**config.mk**
```make
export PLATFORM = sky130hd
export DESIGN_NAME = id_branch_resolver
export DESIGN_NICKNAME = d
export VERILOG_FILES = /design/src/rtl/brres_pkg.sv /design/src/rtl/brres_control.sv /design/src/rtl/brres_datapath.sv /design/src/rtl/id_branch_resolver.sv
export SDC_FILE = /design/constraint.sdc
export NUM_CORES = 1
export LEC_CHECK = 0
export CAP_MARGIN = 20
export CORE_MARGIN = 2
export CORE_UTILIZATION = 45
export DETAILED_ROUTE_END_ITERATION = 7
export DONT_BUFFER_PORTS = 1
export SLEW_MARGIN = 20
export SYNTH_ARGS = -nofsm -noshare
export SYNTH_HDL_FRONTEND = slang
export SYNTH_SLANG_ARGS = --single-unit
```
**constraint.sdc**
```tcl
create_clock -name clk -period 2.98 [get_ports clk]
set_clock_uncertainty 0.15 [all_clocks]
set_input_delay 0.149 -clock clk [delete_from_list [all_inputs] [get_ports clk]]
set_output_delay 0.149 -clock clk [all_outputs]
set_load 0.01 [all_outputs]
```
**src/rtl/brres_pkg.sv**
```systemverilog
`timescale 1ns/1ps
package brres_pkg;

  typedef enum logic [1:0] {
    POL_STALL = 2'b00,
    POL_PNT   = 2'b01,
    POL_DELAY = 2'b10,
    POL_PNT2  = 2'b11
  } policy_e;

  typedef enum logic [1:0] {
    BK_NONE  = 2'b00,
    BK_EQ    = 2'b01,
    BK_NEZ   = 2'b10,
    BK_RSVD  = 2'b11
  } brkind_e;

  typedef struct packed {
    logic redirect;
    logic hold;
    logic flush;
  } strobes_t;

endpackage

```
**src/rtl/brres_control.sv**
```systemverilog
`timescale 1ns/1ps
module brres_control
  import brres_pkg::*;
(
  input  logic       clk,
  input  logic       rst,
  input  logic [1:0] mode,
  input  logic       stallIn,
  input  logic       idValid,
  input  logic [1:0] brKind,
  input  logic       condTrue,
  output strobes_t   strobes,
  output logic       ifStall,
  output logic       ifidFlush,
  output logic       brTaken
);

  policy_e policy;
  brkind_e kind;
  logic    isBranch;
  logic    resolving;
  logic    takenNow;

  assign policy = policy_e'(mode);
  assign kind   = brkind_e'(brKind);

  always_comb begin
    isBranch  = (kind == BK_EQ) || (kind == BK_NEZ);
    resolving = idValid && isBranch && !stallIn;
    takenNow  = resolving && condTrue;

    strobes.redirect = takenNow;
    strobes.hold     = stallIn;
    strobes.flush    = 1'b0;

    if (resolving) begin
      unique case (policy)
        POL_STALL: begin
          strobes.flush = 1'b1;
          strobes.hold  = !condTrue;
        end
        POL_PNT, POL_PNT2: strobes.flush = condTrue;
        POL_DELAY:         strobes.flush = 1'b0;
        default:           strobes.flush = 1'b0;
      endcase
    end
  end

  assign ifStall   = strobes.hold;
  assign ifidFlush = strobes.flush;
  assign brTaken   = takenNow;

  AST_DELAY_NO_SQUASH: assert property (@(posedge clk) disable iff (rst)
    (mode == 2'b10) |-> !ifidFlush);

  AST_STALL_NO_RESOLVE: assert property (@(posedge clk) disable iff (rst)
    stallIn |-> (!ifidFlush && !brTaken));

  AST_IDLE_NO_ACTION: assert property (@(posedge clk) disable iff (rst)
    !idValid |-> (!ifidFlush && !brTaken));

endmodule

```
**src/rtl/brres_datapath.sv**
```systemverilog
`timescale 1ns/1ps
module brres_datapath
  import brres_pkg::*;
#(
  parameter int XLEN = 32,
  parameter int IW   = 32
) (
  input  logic            clk,
  input  logic            rst,
  input  strobes_t        strobes,
  input  logic [1:0]      brKind,
  input  logic [XLEN-1:0] opA,
  input  logic [XLEN-1:0] opB,
  input  logic [XLEN-1:0] immSext,
  input  logic [IW-1:0]   fetchInstr,
  output logic            condTrue,
  output logic [XLEN-1:0] fetchPc,
  output logic [IW-1:0]   idInstr,
  output logic [XLEN-1:0] idPc,
  output logic            idValid
);

  localparam logic [XLEN-1:0] STEP = XLEN'(4);
  localparam int              SHAMT = 2;

  logic [XLEN-1:0] pcQ;
  logic [XLEN-1:0] idPcQ;
  logic [IW-1:0]   idInstrQ;
  logic            idValidQ;
  logic [XLEN-1:0] seqPc;
  logic [XLEN-1:0] targetPc;
  logic [XLEN-1:0] pcD;

  always_comb begin
    unique case (brkind_e'(brKind))
      BK_EQ:   condTrue = (opA == opB);
      BK_NEZ:  condTrue = (opA != '0);
      default: condTrue = 1'b0;
    endcase
  end

  assign seqPc    = pcQ + STEP;
  assign targetPc = idPcQ + STEP + (immSext << SHAMT);

  always_comb begin
    if (strobes.redirect)  pcD = targetPc;
    else if (strobes.hold) pcD = pcQ;
    else                   pcD = seqPc;
  end

  always_ff @(posedge clk) begin
    if (rst) begin
      pcQ      <= '0;
      idPcQ    <= '0;
      idInstrQ <= '0;
      idValidQ <= 1'b0;
    end else begin
      pcQ <= pcD;
      if (strobes.flush) begin
        idInstrQ <= '0;
        idValidQ <= 1'b0;
        idPcQ    <= pcQ;
      end else if (!strobes.hold) begin
        idInstrQ <= fetchInstr;
        idValidQ <= 1'b1;
        idPcQ    <= pcQ;
      end
    end
  end

  assign fetchPc = pcQ;
  assign idInstr = idInstrQ;
  assign idPc    = idPcQ;
  assign idValid = idValidQ;

  AST_SQUASH_BUBBLE: assert property (@(posedge clk) disable iff (rst)
    strobes.flush |=> (!idValidQ && idInstrQ == '0));

  AST_HOLD_FREEZES_PC: assert property (@(posedge clk) disable iff (rst)
    (strobes.hold && !strobes.redirect) |=> $stable(pcQ));

  AST_STALL_FREEZES_IFID: assert property (@(posedge clk) disable iff (rst)
    (strobes.hold && !strobes.flush) |=> ($stable(idInstrQ) && $stable(idValidQ)));

  AST_PLAIN_ADVANCE: assert property (@(posedge clk) disable iff (rst)
    (!strobes.hold && !strobes.redirect && !strobes.flush) |=>
      (idValidQ && idPcQ == $past(pcQ)));

endmodule

```
**src/rtl/id_branch_resolver.sv**
```systemverilog
`timescale 1ns/1ps
module id_branch_resolver
  import brres_pkg::*;
#(
  parameter int XLEN = 32,
  parameter int IW   = 32
) (
  input  logic            clk,
  input  logic            rst,
  input  logic [1:0]      mode,
  input  logic            stallIn,
  input  logic [1:0]      brKind,
  input  logic [XLEN-1:0] opA,
  input  logic [XLEN-1:0] opB,
  input  logic [XLEN-1:0] immSext,
  input  logic [IW-1:0]   fetchInstr,
  output logic [XLEN-1:0] fetchPc,
  output logic [IW-1:0]   idInstr,
  output logic [XLEN-1:0] idPc,
  output logic            idValid,
  output logic            ifStall,
  output logic            ifidFlush,
  output logic            brTaken
);

  strobes_t strobes;
  logic     condTrue;

  brres_control u_ctrl (
    .clk       (clk),
    .rst       (rst),
    .mode      (mode),
    .stallIn   (stallIn),
    .idValid   (idValid),
    .brKind    (brKind),
    .condTrue  (condTrue),
    .strobes   (strobes),
    .ifStall   (ifStall),
    .ifidFlush (ifidFlush),
    .brTaken   (brTaken)
  );

  brres_datapath #(.XLEN(XLEN), .IW(IW)) u_dp (
    .clk        (clk),
    .rst        (rst),
    .strobes    (strobes),
    .brKind     (brKind),
    .opA        (opA),
    .opB        (opB),
    .immSext    (immSext),
    .fetchInstr (fetchInstr),
    .condTrue   (condTrue),
    .fetchPc    (fetchPc),
    .idInstr    (idInstr),
    .idPc       (idPc),
    .idValid    (idValid)
  );

  AST_RESET_PC_ZERO: assert property (@(posedge clk)
    $fell(rst) |-> (fetchPc == '0 && !idValid));

endmodule

```
==> metrics list <==
* Run status: completed
* Synthesized area per cell: 8.07 um^2
* Sinks on the clock net: just under 100
- CTS clk-pin slew, worst paths: ~0.07 ns
- During synthesis, Yosys emitted a total of 0 warnings.
* First-pass iteration count of the detailed router: 8
- Flip-flop cell with the highest count after synthesis: sky130_fd_sc_hd__dfxtp_1
- Required time of the critical path: 3.07 ns
* Power density over the cells: 383 nW/um^2
- Detail Route Antenna Nets: 0
- Measured in cells, the most critical reg-to-reg path has a length of 13.
- In this run the register-to-register setup slack is 0.07 ns.
- The wire-length estimate of the detail-placed layout is 14200 um.
- After the first detailed-routing iteration, the DRC count stood at approximately 380.
- 0 antenna diodes ended up in the layout.
* Number of antenna violations at the first check in global routing: 0
* Critical Path End: u_dp.fetchPc[31]$_SDFFE_PP0P_
- Worst hold margin: approximately 0.022 ns
- Detailed-route vias per instance: about 5.8
* Number of buffers added on ports: 0
- In the final layout, the share of cells above drive strength 1 is 12.7%.
- In the layout the commonest cells are sky130_fd_sc_hd__nand2_1, sky130_fd_sc_hd__dfxtp_1, sky130_fd_sc_hd__a21oi_1, sky130_fd_sc_hd__nor2_1, sky130_fd_sc_hd__ha_1.
- Area of the die: 15800 um^2
* Commonest non-fill, non-tap cell in the layout: sky130_fd_sc_hd__nand2_1
- Max-cap violations in this run came to 0.
* Worst-Skew Late Latency: between 0.3 and 0.4 ns
- Library cell used as clock root buffer: sky130_fd_sc_hd__clkbuf_16
- Along the worst path, the maximum fanout reaches 3.
- The first global-routing pass estimated 31500 um of wire.
- Synthesis handed over a netlist of 826 instances.
- Kind of path behind the tightest hold check: primary input to register
- Number of design rule violations left after detail routing: 0
* Reg2reg end: u_dp.fetchPc[31]$_SDFFE_PP0P_
- Setup violations remaining at the end of the flow were counted as 0.
* Time the final worst path needs with I/O delays and setup: ~2.9 ns
- In the final routed layout, each cell accounts on average for 18.2 um.
- The design draws 3.01 mW.
* Standard-cell row count: 44
- Synthesis instantiated 72 different standard cells from the library.
- Die X-Extent: about 130 um
* Normalized max-slew margin: 66.1%
- Transition time at the pin with the least slew margin: 0.508 ns
- Reported leakage power: around 3.3 nW
* Count of pins on the block boundary: approximately 240
- Across the VDD grid, the largest voltage drop is around 0.00023 V.
- Via count of the first global-routing pass: 6299
* Total length of routed wires: about 20000 um
- Final TNS setup: 0 ns
- H-tree level count: 3
* Synth Register Bits: 97
* Final RePlAce weighted congestion: between 0.8 and 0.9
- Relative to the synthesized area, the layout overhead comes to 18.2%.
* Slew Viols, Final: 0
- Fill cells in the final layout number around 1300.
* WP data arrival: 3.00 ns
- For this run, the post-layout net count is between 1000 and 1500.
* Element type at the critical path start: register
* EDFF count, synth: 0
- Maximum number of pins on one net before global-route repair: 63
- Buffer depth of the longest clock path: 2
* R2r startpoint: u_dp.idPc[2]$_SDFFE_PP0P_
- Synthesis produced a netlist with a net count of between 1000 and 1500.
- The final number of hold-violating endpoints was 0.
* Final period util: 97.5%
- STA classifies the critical path endpoint as a register.
- Initial core utilization: 46.0%
- Global Route Usage Sum: between 20% and 30%
* Core Box Area: 14500 um^2
- Highest clock rate: approximately 340 MHz
- Summing every instance area after synthesis gives between 6000 and 7000 um^2.
* Clock tree from TritonCTS: built
* Worst Setup SP: u_dp.idPc[2]$_SDFFE_PP0P_
* Synth async-reset ratio: 0%
* RSZ-0062 raised after global routing: true
* Global route overflow: 0
- Part of the Yosys area used for sequential elements: 29.1%
- Total clock buffers created by CTS: 9
- Across all layers, the routed design uses 6271 vias.
- Die Height: about 130 um
- Category of the most critical setup path: register to register
==> how the worst min path moves through the flow <==
stage | startpoint | end | depth (start not counted)
finish | rst | u_dp.fetchPc[13]$_SDFFE_PP0P_ | 2
global route | rst | u_dp.fetchPc[13]$_SDFFE_PP0P_ | 2
CTS | rst | u_dp.fetchPc[13]$_SDFFE_PP0P_ | 2
detailed placement | rst | u_dp.fetchPc[25]$_SDFFE_PP0P_ | 1
global placement | rst | u_dp.idPc[29]$_SDFFE_PP0P_ | 1
floorplan | fetchInstr[10] | u_dp.idInstr[10]$_SDFFE_PP0N_ | 2
==> state kept, by name (all words and copies together), names as in the netlist <==
name and flops:
u_dp.fetchPc 32, u_dp.idInstr 32, u_dp.idPc 32, u_dp.idValid 1
==> cell type report <==
type	instances	area [um^2]	share of cell area (%)
multi-input cells	673	4560	57.8
clock inverters	6	56.3	0.715
well taps	184	230	2.92
clock buffers	10	239	3.03
repair buffers	86	788	10.0
inverters	16	62.6	0.794
flip-flops and latches	97	1940	24.7
==> cells by family (layout without fill, tap and decap cells) <==
group                      after synthesis  in the layout  synth area share, %
DFF                                     97             97                 29.1
xor gates and xnor gates                49             49                 6.44
and+or+nand+nor                        317            317                 22.9
buffers and inverters                   56            118                 4.52
muxes                                   42             42                 6.40
AOI/OAI and AO/OA                      204            204                 19.1
adders and majority gates               61             61                 11.6
==> layer usage <==
| layer | routed length, um | vias up | track usage, % | share of wire (%) |
|---|---|---|---|---|
| met5 | 0 | - | 0 | 0 |
| met4 | 293 | 0 | 8.30 | 1.5 |
| met3 | 1310 | 21 | 5.18 | 6.7 |
| met2 | 9540 | 224 | 41.3 | 49 |
| met1 | 8410 | 2937 | 30.8 | 43 |
| li1 | - | 3089 | - | - |
==> worst max-delay path: stages (launching register included) <==
cell and delay, ns:
sky130_fd_sc_hd__dfxtp_2 0.32, sky130_fd_sc_hd__inv_1 0.05, sky130_fd_sc_hd__ha_2 0.16, sky130_fd_sc_hd__inv_2 0.04
sky130_fd_sc_hd__ha_4 0.16, sky130_fd_sc_hd__fa_2 0.42, sky130_fd_sc_hd__a211oi_4 0.28, sky130_fd_sc_hd__o21ai_2 0.11
sky130_fd_sc_hd__nand4_1 0.20, sky130_fd_sc_hd__a211oi_2 0.13, sky130_fd_sc_hd__o41ai_2 0.31, sky130_fd_sc_hd__o31ai_1 0.18
sky130_fd_sc_hd__xnor2_1 0.18, sky130_fd_sc_hd__o22ai_1 0.10
==> timing repair <==
action	in CTS	in global routing
buffers inserted	0	1
endpoints found under the setup margin	9	13
gates cloned	0	0
endpoints found under the hold margin	93	0
hold buffers	38	0
gates resized for setup	4	26
pin swaps	3	13
==> metrics by stage <==
stage,setup slack (ns),instance area (um^2),util [%],instances
after floorplan,0.0532,6670,-,826
after global placement,-0.0947,7030,48.6,1017
after detailed placement,-0.177,7030,48.6,1017
after CTS,0.00195,7760,53.6,1071
after global routing,-0.0396,7880,54.4,1072
final,0.0739,7880,54.4,1072
==> synth_stat cells, types with 12 or more instances <==
cell type | count | area share, %
sky130_fd_sc_hd__dfxtp_1 | 97 | 29
sky130_fd_sc_hd__a21o_1 | 14 | 1.6
sky130_fd_sc_hd__clkbuf_1 | 14 | 0.79
sky130_fd_sc_hd__xor2_1 | 37 | 4.9
sky130_fd_sc_hd__inv_1 | 14 | 0.79
sky130_fd_sc_hd__a21oi_1 | 88 | 6.6
sky130_fd_sc_hd__mux2i_1 | 40 | 6.0
sky130_fd_sc_hd__nor3_1 | 25 | 1.9
sky130_fd_sc_hd__nor2b_1 | 12 | 1.1
sky130_fd_sc_hd__xnor2_1 | 12 | 1.6
sky130_fd_sc_hd__nor2_1 | 80 | 4.5
sky130_fd_sc_hd__and3_1 | 14 | 1.3
sky130_fd_sc_hd__ha_1 | 60 | 11
sky130_fd_sc_hd__nor4_1 | 14 | 1.3
sky130_fd_sc_hd__nand2_1 | 103 | 5.8
sky130_fd_sc_hd__nand3_1 | 21 | 1.6
sky130_fd_sc_hd__o21ai_0 | 34 | 2.6
==> report_power, final <==
part	internal [mW]	switching (mW)	leakage (nW)	total (mW)
combinational	0.202	0.247	2.40	0.449
clock	0.608	0.570	0.143	1.18
sequential	1.34	0.0498	0.790	1.39
No activity file was read; power rests on OpenSTA's default activity.
